<file path="src/rtl/rwk_pkg.sv">
package rwk_pkg;
  // sources per instruction
  localparam int NSRC = 2;
  // defaults shared by the block and its bench
  localparam int DEF_PREGS = 48;
  localparam int DEF_TAG_W = 6;
  localparam int DEF_SLOTS = 8;
endpackage

</file>
<file path="src/rtl/rwk_ready_table.sv">
module rwk_ready_table
  import rwk_pkg::*;
#(
  parameter int NUM_PREGS = DEF_PREGS,
  parameter int TAG_W     = DEF_TAG_W
) (
  input  logic                        clk,
  input  logic                        rst_n,
  input  logic                        set_en,
  input  logic [TAG_W-1:0]            set_idx,
  input  logic                        clr_en,
  input  logic [TAG_W-1:0]            clr_idx,
  input  logic [NSRC-1:0][TAG_W-1:0]  rd_idx,
  output logic [NSRC-1:0]             rd_rdy
);
  localparam logic [TAG_W:0] LIMIT = (TAG_W+1)'(NUM_PREGS);

  logic [NUM_PREGS-1:0] bits_q;
  logic set_hit, clr_hit;

  assign set_hit = set_en && ({1'b0, set_idx} < LIMIT);
  assign clr_hit = clr_en && ({1'b0, clr_idx} < LIMIT);

  // clear from a new producer has priority over a completion
  always_ff @(posedge clk or negedge rst_n) begin
    if (!rst_n) begin
      bits_q <= '0;
    end else begin
      for (int r = 0; r < NUM_PREGS; r++) begin
        if (clr_hit && clr_idx == TAG_W'(r))
          bits_q[r] <= 1'b0;
        else if (set_hit && set_idx == TAG_W'(r))
          bits_q[r] <= 1'b1;
      end
    end
  end

  // lookups with same-cycle completion bypass; untracked reads as ready
  for (genvar k = 0; k < NSRC; k++) begin : g_rd
    logic trk;
    assign trk = {1'b0, rd_idx[k]} < LIMIT;
    always_comb begin
      if (!trk)
        rd_rdy[k] = 1'b1;
      else
        rd_rdy[k] = bits_q[rd_idx[k]] || (set_hit && set_idx == rd_idx[k]);
    end
  end

  AST_DST_CLEARED: assert property (@(posedge clk) disable iff (!rst_n)
    clr_hit |=> !bits_q[$past(clr_idx)]);

  AST_CMP_SETS: assert property (@(posedge clk) disable iff (!rst_n)
    (set_hit && !(clr_hit && clr_idx == set_idx)) |=> bits_q[$past(set_idx)]);
endmodule

</file>
<file path="src/rtl/rwk_slot.sv">
module rwk_slot
  import rwk_pkg::*;
#(
  parameter int TAG_W = DEF_TAG_W
) (
  input  logic                        clk,
  input  logic                        rst_n,
  input  logic                        load,
  input  logic [NSRC-1:0][TAG_W-1:0]  ld_idx,
  input  logic [NSRC-1:0]             ld_wait,
  input  logic                        wake_en,
  input  logic [TAG_W-1:0]            wake_idx,
  input  logic                        kill,
  input  logic [TAG_W-1:0]            probe_idx,
  output logic                        occupied,
  output logic                        all_rdy,
  output logic                        probe_hit
);
  logic                       vld_q;
  logic [NSRC-1:0]            wait_q;
  logic [NSRC-1:0][TAG_W-1:0] tag_q;
  logic [NSRC-1:0]            wake_hit;
  logic [NSRC-1:0]            probe_match;

  for (genvar k = 0; k < NSRC; k++) begin : g_src
    assign wake_hit[k]    = wake_en && (tag_q[k] == wake_idx);
    assign probe_match[k] = wait_q[k] && (tag_q[k] == probe_idx);

    AST_WAKE_RELEASES: assert property (@(posedge clk) disable iff (!rst_n)
      (wait_q[k] && wake_hit[k] && !kill && !load) |=> !wait_q[k]);
  end

  always_ff @(posedge clk or negedge rst_n) begin
    if (!rst_n) begin
      vld_q  <= 1'b0;
      wait_q <= '0;
      tag_q  <= '0;
    end else if (kill) begin
      vld_q  <= 1'b0;
      wait_q <= '0;
    end else if (load) begin
      vld_q  <= 1'b1;
      wait_q <= ld_wait;
      tag_q  <= ld_idx;
    end else begin
      wait_q <= wait_q & ~wake_hit;
    end
  end

  assign occupied  = vld_q;
  assign all_rdy   = vld_q && (wait_q == '0);
  // a waiter survives this cycle unless freed or woken on the probed register
  assign probe_hit = vld_q && !kill && (|probe_match) &&
                     !(wake_en && wake_idx == probe_idx);

  AST_KILL_FREES: assert property (@(posedge clk) disable iff (!rst_n)
    kill |=> (!occupied && !all_rdy));

  AST_RDY_HOLDS: assert property (@(posedge clk) disable iff (!rst_n)
    (all_rdy && !kill) |=> all_rdy);
endmodule

</file>
<file path="src/rtl/regwake_scoreboard.sv">
module regwake_scoreboard
  import rwk_pkg::*;
#(
  parameter int NUM_PREGS = DEF_PREGS,
  parameter int TAG_W     = DEF_TAG_W,
  parameter int NUM_SLOTS = DEF_SLOTS,
  parameter int SLOT_W    = $clog2(NUM_SLOTS)
) (
  input  logic                 clk,
  input  logic                 rst_n,
  input  logic                 ins_valid,
  output logic                 ins_ready,
  input  logic [SLOT_W-1:0]    ins_slot,
  input  logic [TAG_W-1:0]     ins_a_idx,
  input  logic                 ins_a_rdy,
  input  logic [TAG_W-1:0]     ins_b_idx,
  input  logic                 ins_b_rdy,
  input  logic [TAG_W-1:0]     ins_dst_idx,
  input  logic                 cmp_valid,
  input  logic [TAG_W-1:0]     cmp_idx,
  input  logic                 iss_valid,
  input  logic [SLOT_W-1:0]    iss_slot,
  input  logic                 sq_valid,
  input  logic [SLOT_W-1:0]    sq_slot,
  output logic [NUM_SLOTS-1:0] slot_rdy,
  output logic                 ovr_err
);
  localparam logic [TAG_W:0] LIMIT = (TAG_W+1)'(NUM_PREGS);

  logic                       ins_fire;
  logic                       dst_trk;
  logic                       cmp_trk;
  logic [NSRC-1:0][TAG_W-1:0] src_idx;
  logic [NSRC-1:0]            src_flag;
  logic [NSRC-1:0]            tbl_rdy;
  logic [NSRC-1:0]            src_wait;
  logic [NUM_SLOTS-1:0]       occ;
  logic [NUM_SLOTS-1:0]       hits;

  assign src_idx  = {ins_b_idx, ins_a_idx};
  assign src_flag = {ins_b_rdy, ins_a_rdy};
  assign ins_ready = !occ[ins_slot];
  assign ins_fire  = ins_valid && ins_ready;
  assign dst_trk   = {1'b0, ins_dst_idx} < LIMIT;
  assign cmp_trk   = cmp_valid && ({1'b0, cmp_idx} < LIMIT);
  assign src_wait  = ~(src_flag | tbl_rdy);

  rwk_ready_table #(.NUM_PREGS(NUM_PREGS), .TAG_W(TAG_W)) u_table (
    .clk     (clk),
    .rst_n   (rst_n),
    .set_en  (cmp_valid),
    .set_idx (cmp_idx),
    .clr_en  (ins_fire),
    .clr_idx (ins_dst_idx),
    .rd_idx  (src_idx),
    .rd_rdy  (tbl_rdy)
  );

  for (genvar s = 0; s < NUM_SLOTS; s++) begin : g_slot
    logic load_s, kill_s;
    assign load_s = ins_fire && (ins_slot == SLOT_W'(s));
    assign kill_s = (iss_valid && iss_slot == SLOT_W'(s)) ||
                    (sq_valid  && sq_slot  == SLOT_W'(s));

    rwk_slot #(.TAG_W(TAG_W)) u_slot (
      .clk       (clk),
      .rst_n     (rst_n),
      .load      (load_s),
      .ld_idx    (src_idx),
      .ld_wait   (src_wait),
      .wake_en   (cmp_trk),
      .wake_idx  (cmp_idx),
      .kill      (kill_s),
      .probe_idx (ins_dst_idx),
      .occupied  (occ[s]),
      .all_rdy   (slot_rdy[s]),
      .probe_hit (hits[s])
    );
  end

  assign ovr_err = ins_fire && dst_trk && (|hits);

  AST_ERR_TRACKED: assert property (@(posedge clk) disable iff (!rst_n)
    ovr_err |-> ({1'b0, ins_dst_idx} < LIMIT));

  AST_FIRE_OCCUPIES: assert property (@(posedge clk) disable iff (!rst_n)
    (ins_fire && !(iss_valid && iss_slot == ins_slot) && !(sq_valid && sq_slot == ins_slot))
      |=> occ[$past(ins_slot)]);
endmodule

</file>
<file path="config.mk">
export PLATFORM = sky130hd
export DESIGN_NAME = regwake_scoreboard
export DESIGN_NICKNAME = d
export VERILOG_FILES = /design/src/rtl/rwk_pkg.sv /design/src/rtl/rwk_ready_table.sv /design/src/rtl/rwk_slot.sv /design/src/rtl/regwake_scoreboard.sv
export SDC_FILE = /design/constraint.sdc
export NUM_CORES = 1
export LEC_CHECK = 0
export CAP_MARGIN = 20
export CORE_UTILIZATION = 41
export CTS_BUF_LIST = sky130_fd_sc_hd__clkbuf_4 sky130_fd_sc_hd__clkbuf_8
export CTS_CLUSTER_DIAMETER = 120
export DETAILED_ROUTE_END_ITERATION = 6
export PLACE_DENSITY = 0.67
export SYNTH_ARGS = -nofsm -noshare
export SYNTH_HDL_FRONTEND = slang
export SYNTH_SLANG_ARGS = --single-unit
</file>
<file path="constraint.sdc">
create_clock -name clk -period 2 [get_ports clk]
set_input_delay 0.4 -clock clk [delete_from_list [all_inputs] [get_ports clk]]
set_output_delay 0.4 -clock clk [all_outputs]
set_load 0.005 [all_outputs]
</file>
# --- Word level (Yosys, flattened, before mapping) ---
# Index checks and enable logic that the tools add are counted.
word_totals:
  reg_bits: 168
  latchBits: 0
  ram_bits: 0
  mem_bits_ro: 0
  inputBits: 41
  elab_cells: 696
  n_memories: 0
classes:
  add_sub_neg: 0
  n_mul: 0
  div_mod_pow: 0
  magnitude_cmp: 7
  n_eq_ne: 150
  n_shift: 0
  muxes: 136
  bitwise: 26
  reduce_logical: 297
ops:
  columns: ["op", "count"]
  rows:
  - ["$eq A6 B6 Y1", 35]
  - ["$eq A6 B5 Y1 const B", 32]
  - ["$eq A6 B6 Y1 const B", 32]
  - ["$logic_and A1 B1 Y1", 191]
  - ["$mux W1", 117]
  - ["$reduce_bool A2 Y1", 56]
  - ["$eq A6 B4 Y1 const B", 16]
  - ["$eq A6 B3 Y1 const B", 8]
  - ["$eq A3 B3 Y1 const B", 12]
  - ["$mux W2", 16]
  - ["$eq A6 B2 Y1 const B", 4]
  - ["$lt A6 B6 Y1 const B", 4]
  - ["$eq A3 B2 Y1 const B", 6]
  - ["$not A2 Y2", 9]
  - ["$and A2 B2 Y2", 8]
  - ["$logic_not A2 Y1", 8]
  - ["$reduce_and A2 Y1", 8]
  - ["$reduce_or A2 Y1", 8]
  - ["$lt A6 B7 Y1 const B", 2]
  - ["$bmux W1 S6", 2]
  - ["$eq A6 B1 Y1 const B", 2]
  - ["$logic_not A6 Y1", 2]
  - ["$logic_not A1 Y1", 10]
  - ["$logic_or A1 B1 Y1", 10]
  - ["other kinds (7)", 18]

# --- Longest topological paths before layout ---
# Gate-level depths: netlist (run 1).
logic_depth:
  ltp_word: 9
  ltp_mapped: 9
  mapped_depth_nobuf: 6

# --- Cells and area by module ---
# Synthesis (run 1) repeated with hierarchy kept, for this count alone.
hier_totals:
  cells_unflattened: 997
  hier_area_um2: 10671.5
by_module_without_submodules:
  columns: ["module", "instances", "cells_per_inst", "area_per_inst_um2", "seq_area_each_um2"]
  rows:
  - ["rwk_slot", 8, 81, 920.9, 375.4]
  - ["rwk_ready_table", 1, 298, 2996.6, 1201.2]
  - ["regwake_scoreboard", 1, 51, 307.8, 0.0]

# --- Worst setup path before layout (run 1) ---
# No wires, ideal clock.
synth_timing:
  path_kind: "input -> output"
  startpoint: "in ins_dst_idx[5]"
  endpoint: "out ovr_err"
  arrival_time_ns: 1.763
  setup_slack_ns: -0.163
  stages: 8
  path_cell_list: "clkbuf_1 -> buf_2 -> xnor2_1 -> nand4_1 -> nor4_1 -> o211ai_1 -> nand4_1 -> o2111a_1"
synth_between:
  elab_chain_len: 7
synth_lines:
  columns: ["element", "line", "source"]
  rows:
  - ["start: declaration", "regwake_scoreboard.sv:18", "input logic [TAG_W-1:0] ins_dst_idx,"]
  - ["$eq A6 B6 Y1", "rwk_slot.sv:27", "assign probe_match[k] = wait_q[k] && (tag_q[k] == probe_idx);"]
  - ["$logic_and A1 B1 Y1", "rwk_slot.sv:27", null]
  - ["$reduce_or A2 Y1", "rwk_slot.sv:53", "assign probe_hit = vld_q && !kill && (|probe_match) &&"]
  - ["$logic_and A1 B1 Y1 (2 in series)", "rwk_slot.sv:53", null]
  - ["$reduce_or A8 Y1", "regwake_scoreboard.sv:81", "assign ovr_err = ins_fire && dst_trk && (|hits);"]
  - ["$logic_and A1 B1 Y1 (*)", "regwake_scoreboard.sv:81", null]
  - ["end: declaration", "regwake_scoreboard.sv:26", "output logic ovr_err"]
# Every way passes the cells marked *; elsewhere a longest branch is shown, timed or not.

# --- Worst setup path after layout (run 1) ---
# Ends and elaborated chain as after synthesis.

==> impl_metrics.py, run 1 <==
metrics = {
    "pwr": {
        "p_sw_w": 0.00425,
        "p_clk_frac": 0.206,
        "intPower_w": 0.00772,
        "finalPower_w": 0.0120,
        "power.density_nw_per_um2": 810,
        "total_leakage_power_nw": 6.44,
        "switching_share": 0.355,
        "seq_power_share": 0.412,
        "ir_worst_vdd_uv": 457,
        "p_comb_frac": 0.382,
    },
    "sta": {
        "tightestPinTransition_ns": 0.676,
        "min_period_over_period": 1.31,
        "setup_ws_ns": -0.625,
        "setup_viol": 35,
        "maxSlewViolCount": 0,
        "final.setup_skew_ns": 0.0186,
        "final_hold_viol_count": 0,
        "fmax_ghz": 0.381,
        "rsz0062_at_grt": "true",
        "max_slew_margin": 0.546,
        "post-route-min-period_ns": 2.62,
        "setup_tns_ns": -1.88,
    },
    "grt": {
        "gr-total-overflow": 0,
        "antenna_found_initial": 0,
        "grt_use_total": 0.296,
        "grt_pass1_wl_mm": 58.7,
        "grt_pass1_vias": 10100,
        "grt_max_degree": 47,
    },
    "outcome": {
        "status": "finished with violations",
        "violations": "negative setup slack",
    },
    "layout": {
        "num_antenna_cells": 0,
        "final_layout_size_suffix_gt1_frac": 0.330,
        "final_nets": 1390,
        "final_core_util": 0.585,
        "syn2layout_area_growth_pct": 39.1,
        "nFillCells": 2073,
    },
    "floorplan": {
        "rows": 58,
        "dieWidth_um": 163,
        "die-height_um": 163,
        "ios": 51,
        "core_sq_um": 25300,
        "start_util": 0.420,
        "dieArea_sq_um": 26500,
    },
    "route": {
        "post_drt_wl_per_cell_um": 22.6,
        "dr_total_vias": 9837,
        "antenna_left": 0,
        "drcViolationCount": 0,
        "dr.pass1.iters": 6,
        "wirelength_mm": 38.3,
        "routed_via_density": 5.81,
        "drt_iter0_markers": 1134,
    },
    "synthesis": {
        "synth_compound_area_frac": 0.103,
        "ys_top_cells_by_area": "dfrtp_1 40%, mux2_1 10%, xor2_1 8.3%",
        "synth_xor_area_frac": 0.157,
        "synthAdderAreaFrac": 0,
        "postSynthCellCount": 1067,
        "yosysUniqueCellTypes": 47,
        "synth_top_family_by_area": "multiplexers",
        "ys.warnings.count": 0,
        "synth_edf_count": 0,
        "synthMuxAreaShare": 0.158,
        "synthesis.nets": 1108,
        "yosys.area_share.simple": 0.138,
        "synth_top_area_cell": "dfrtp_1",
        "async_flop_share": 1.00,
        "synth_top_area_share": 0.396,
        "syn_area_per_cell_sq_um": 9.95,
        "ys_ff_latch": 168,
        "synth_top_flop_cell": "dfrtp_1",
        "synth_seq_area_share": 0.396,
        "syn_area_sq_um": 10600,
    },
    "worst_setup_path": {
        "r2r_cells": 8,
        "cp_max_fo": 6,
        "r2r_setup_slack_ns": -0.06,
        "r2r_start": "g_slot[4].u_slot.occupied$_DFFE_PN0P_",
        "worstPathArrival_ns": 2.22,
        "critical_path_class": "in2out",
        "end_kind": "output port",
        "startpoint_type": "input port",
        "crit-reg2reg-capture": "u_table.bits_q[34]$_DFFE_PN0P_",
        "required_ns": 1.60,
    },
    "place": {
        "place_hpwl_mm": 26.4,
        "place_ws_ns": -1.13,
        "place_congestion": 0.924,
        "io_buffers": 50,
    },
    "cts": {
        "numCtsBuffers": 17,
        "cts_max_level": 4,
        "cts_tree": "built",
        "cts-root-buf": "clkbuf_8",
        "clk_path_buf_depth": 2,
        "clkLatencyLatePin_ns": 0.47,
        "cts.clk_slew.worst_paths_ns": 0.10,
        "clock-sinks": 168,
    },
    "hold_path": {
        "worst_hold_path_type": "in2async",
    },
    "run": {
        "maxCapViolCount": 0,
    },
}
## stage by stage
step	instances	hold slack, ns	cell area, sq um
after floorplan	1067	0.104	10700
after global placement	1640	0.346	13500
after detailed placement	1640	0.344	13500
after CTS	1690	0.400	14500
after global routing	1692	0.412	14800
final	1692	0.412	14800
## state kept, by name, indices dropped and copies added, names as in the netlist
name                    cells
g_slot.u_slot.wait_q       16
u_table.bits_q             48
g_slot.u_slot.occupied      8
g_slot.u_slot.tag_q        96
## worst max path at each step
stage,from,end,slack (ns),cells after the start
after CTS,g_slot[4].u_slot.occupied$_DFFE_PN0P_,ovr_err,-0.56,5
after global placement,ins_dst_idx[4],ovr_err,-1.13,9
after detailed placement,ins_dst_idx[4],ovr_err,-1.13,9
final,ins_dst_idx[5],ovr_err,-0.62,10
after floorplan,ins_slot[1],ovr_err,-0.04,5
after global routing,g_slot[3].u_slot.tag_q[11]$_DFFE_PN0P_,ovr_err,-0.79,7
## critical path, cell delays in order
cell and delay, ns:
dlygate4sd2_1 0.26, buf_12 0.15, buf_12 0.13, xnor2_1 0.17
nand4_1 0.14, nor4_1 0.20, o211ai_1 0.19, nand4_1 0.16
o2111a_1 0.28, buf_2 0.14
## cells in the final DEF (no fill, tap or decap), types with 6 or more instances in the layout
cell type          n
a21oi_2           25
a21oi_1          106
nand2_1           29
clkbuf_8          18
a31oi_1           16
dlygate4sd2_1     17
o32ai_1            6
buf_4            253
nand4_1           23
inv_1             15
nor3_4            12
mux4_2            12
buf_12            28
buf_6             17
nand3_1           27
mux2i_1           32
xnor2_1           89
clkdlybuf4s50_1   19
o211ai_1           7
dfrtp_1          167
nor4_2            10
nor2_1            48
mux2_4             7
nand2b_1          23
mux2_1            88
xor2_1           100
nor4_1            11
or4_1             12
nor3_1            32
a22oi_1            8
## final cells by class
cell class	instances	area (sq um)	area share
Clock buffer	18	248	0.0168
Clock inverter	14	140	0.00949
Inverter	15	56.3	0.00381
Multi-Input combinational cell	794	6410	0.434
Sequential cell	168	4210	0.285
Tap cell	330	413	0.0280
Timing Repair Buffer	353	3300	0.223
## synthesized netlist by cell type (3+ instances only)
library cell and instances:
nand2_1 31, and2_1 3, buf_4 12, nand2b_1 25, o32ai_1 8, o211ai_1 7
nor3_1 48, xnor2_1 89, nor2_1 52, or4_1 14, buf_1 7, dfrtp_1 168
nand4_1 23, or3_1 3, nor4_1 21, mux4_2 12, inv_1 15, nor2b_1 4
xor2_1 101, nor3b_1 7, nand3_1 27, clkbuf_1 26, o22ai_1 7, a31oi_1 16
mux2_1 95, mux2i_1 33, a22oi_1 8, o21a_1 5, buf_2 43, a21oi_1 132
## cell families after synthesis
group                     count (synthesis)
buffers and inverters                   105
AOI/OAI and AO/OA                       191
DFF                                     168
xor gates and xnor gates                190
and+or+nand+nor                         272
muxes                                   141
## power groups by stage
stage	combinational (W)	sequential [W]	clock, W
finish	0.00457	0.00493	0.00247
global route	0.00491	0.00501	0.00266
CTS	0.00437	0.00491	0.00252
detailed placement	0.00412	0.00497	0
global placement	0.00400	0.00495	0
floorplan	0.00220	0.00487	0
## routing by layer
| metal | global-route usage | routed length (um) |
|---|---|---|
| met2 | 0.471 | 17700 |
| met3 | 0.0537 | 3620 |
| met5 | 0 | 0 |
| met1 | 0.389 | 15100 |
| met4 | 0.136 | 1870 |
## repair_timing
item,CTS,global route
endpoints found under the hold margin,32,0
resized for setup,106,68
cloned,4,3
endpoints found under the setup margin,80,132
pin swaps,34,26
buffers inserted,16,4
hold buffers,1,0
No activity file was read; power rests on OpenSTA's default activity.
==> run 2, diff against run 1 <==
--- a/config.mk
+++ b/config.mk
@@ -14,3 +14,4 @@
 export SYNTH_ARGS = -nofsm -noshare
 export SYNTH_HDL_FRONTEND = slang
 export SYNTH_SLANG_ARGS = --single-unit
+export TNS_END_PERCENT = 20
==> impl_metrics.py, run 2 (synthesis results as in run 1) <==
metrics = {
    "outcome": {
        "status": "finished with violations",
        "violations": "negative setup slack",
    },
    "cts": {
        "cts_tree": "built",
        "clk_path_buf_depth": 2,
        "cts-root-buf": "clkbuf_8",
        "cts.clk_slew.worst_paths_ns": 0.10,
        "clkLatencyLatePin_ns": 0.47,
        "clock-sinks": 168,
        "cts_max_level": 4,
        "numCtsBuffers": 17,
    },
    "sta": {
        "post-route-min-period_ns": 2.63,
        "final_hold_viol_count": 0,
        "tightestPinTransition_ns": 0.602,
        "hold_slack_ns": 0.415,
        "setup_ws_ns": -0.626,
        "setup_viol": 38,
        "final.setup_skew_ns": 0.0149,
        "setup_tns_ns": -2.39,
        "rsz0062_at_grt": "true",
        "fmax_ghz": 0.381,
        "min_period_over_period": 1.31,
        "maxSlewViolCount": 0,
        "max_slew_margin": 0.596,
    },
    "grt": {
        "grt_use_total": 0.297,
        "gr-total-overflow": 0,
        "grt_max_degree": 48,
        "grt_pass1_vias": 10000,
        "grt_pass1_wl_mm": 58.4,
        "antenna_found_initial": 1,
    },
    "worst_setup_path": {
        "worstPathArrival_ns": 2.23,
        "cp_max_fo": 4,
        "startpoint_type": "input port",
        "end_kind": "output port",
        "path_cells": "clkdlybuf4s50_1 -> nand2b_4 -> o22ai_4 -> inv_1 -> o211ai_1 -> nand4_1 -> o2111a_1 -> buf_2",
        "critical_path_class": "in2out",
        "max_stage_delay_ns": 0.44,
        "cpMaxStageDelayCell": "clkdlybuf4s50_1",
        "required_ns": 1.60,
    },
    "route": {
        "drcViolationCount": 0,
        "dr.pass1.iters": 5,
        "wirelength_mm": 39.0,
        "post_drt_wl_per_cell_um": 22.7,
        "drt_iter0_markers": 1006,
        "routed_via_density": 5.85,
        "dr_total_vias": 10000,
        "antenna_left": 0,
    },
    "floorplan": {
        "die-height_um": 163,
        "dieArea_sq_um": 26500,
        "rows": 58,
        "ios": 51,
        "dieWidth_um": 163,
        "start_util": 0.420,
        "core_sq_um": 25300,
    },
    "pwr": {
        "p_sw_w": 0.00420,
        "p_comb_frac": 0.382,
        "power.density_nw_per_um2": 810,
        "p_clk_frac": 0.209,
        "total_leakage_power_nw": 6.58,
        "ir_worst_vdd_uv": 429,
        "seq_power_share": 0.409,
        "intPower_w": 0.00783,
        "switching_share": 0.349,
    },
    "run": {
        "maxCapViolCount": 0,
    },
    "place": {
        "dp.cells": 1657,
        "io_buffers": 50,
        "place_congestion": 0.978,
        "place_hpwl_mm": 27.0,
        "placed_area_sq_um": 13600,
    },
    "layout": {
        "layout.cells.non_filler": 1714,
        "top_register": "g_slot.u_slot.tag_q",
        "layout_commonest_cell": "buf_4",
        "final_layout_size_suffix_gt1_frac": 0.325,
        "finalInstanceArea_sq_um": 14900,
        "layout_common_cells": "280 x buf_4, 167 x dfrtp_1, 123 x a21oi_1, 100 x xor2_1, 95 x mux2_1",
        "top_regs": "g_slot.u_slot.tag_q x96, u_table.bits_q x48, g_slot.u_slot.wait_q x16",
        "largest_reg_flops": 96,
        "syn2layout_area_growth_pct": 39.9,
        "final_nets": 1412,
    },
    "hold_path": {
        "worst_hold_path_type": "in2async",
    },
}
[run 2: critical path, delay by kind of cell]
kind / cells / cell delay (ns)
AOI/OAI and AO/OA: 3 / 0.75
buffers and inverters: 3 / 0.71
and+or+nand+nor: 2 / 0.36
[run 2: area by class of cell]
cell class | count | area [sq um]
inverter | 15 | 56.3
sequential | 168 | 4210
fill | 2058 | 10400
clock buffer | 18 | 241
timing repair buffer | 375 | 3450
antenna | 1 | 2.50
multi-input combinational | 794 | 6340
clock inverter | 13 | 145
tap | 330 | 413
[run 2: power groups by stage]
stage | combinational [W] | sequential, W | clock [W]
finish | 0.00460 | 0.00492 | 0.00251
global route | 0.00491 | 0.00500 | 0.00267
CTS | 0.00442 | 0.00490 | 0.00254
detailed placement | 0.00420 | 0.00496 | 0
global placement | 0.00410 | 0.00493 | 0
floorplan | 0.00220 | 0.00487 | 0
[run 2: repair_timing]
action,CTS,global route
cloned,6,1
hold endpoints to repair,35,0
buffers inserted,17,2
pin swaps,28,34
resized for setup,109,47
hold buffers,1,0
endpoints found under the setup margin,126,138
[run 2: final timing paths]
path / startpoint / end / slack (ns) / depth (start not counted)
max in group asynchronous: rst_n / g_slot[6].u_slot.tag_q[4]$_DFFE_PN0P_ / 0.91 / 3
setup reg to reg: g_slot[4].u_slot.occupied$_DFFE_PN0P_ / u_table.bits_q[32]$_DFFE_PN0P_ / -0.08 / 7
hold / removal: rst_n / g_slot[5].u_slot.tag_q[3]$_DFFE_PN0P_ / 0.42 / 2
hold reg to reg: u_table.bits_q[11]$_DFFE_PN0P_ / u_table.bits_q[11]$_DFFE_PN0P_ / 0.56 / 2
setup / recovery: iss_slot[2] / ovr_err / -0.63 / 8
min in group clk: ins_slot[2] / g_slot[1].u_slot.occupied$_DFFE_PN0P_ / 0.52 / 5
[run 2: routing by layer]
metal | vias up | share of wire | GRT usage
li1 | 4402 | - | -
met2 | 487 | 0.47 | 0.488
met3 | 159 | 0.084 | 0.0588
met4 | 0 | 0.062 | 0.177
met1 | 4977 | 0.39 | 0.361
met5 | - | 0 | 0
[run 2: stage by stage]
step,power (W),worst slack [ns],utilization
after floorplan,0.00708,-0.0367,-
after global placement,0.00902,-1.12,0.539
after detailed placement,0.00916,-1.18,0.539
after CTS,0.0119,-0.579,0.579
after global routing,0.0126,-0.716,0.588
final,0.0120,-0.626,0.588
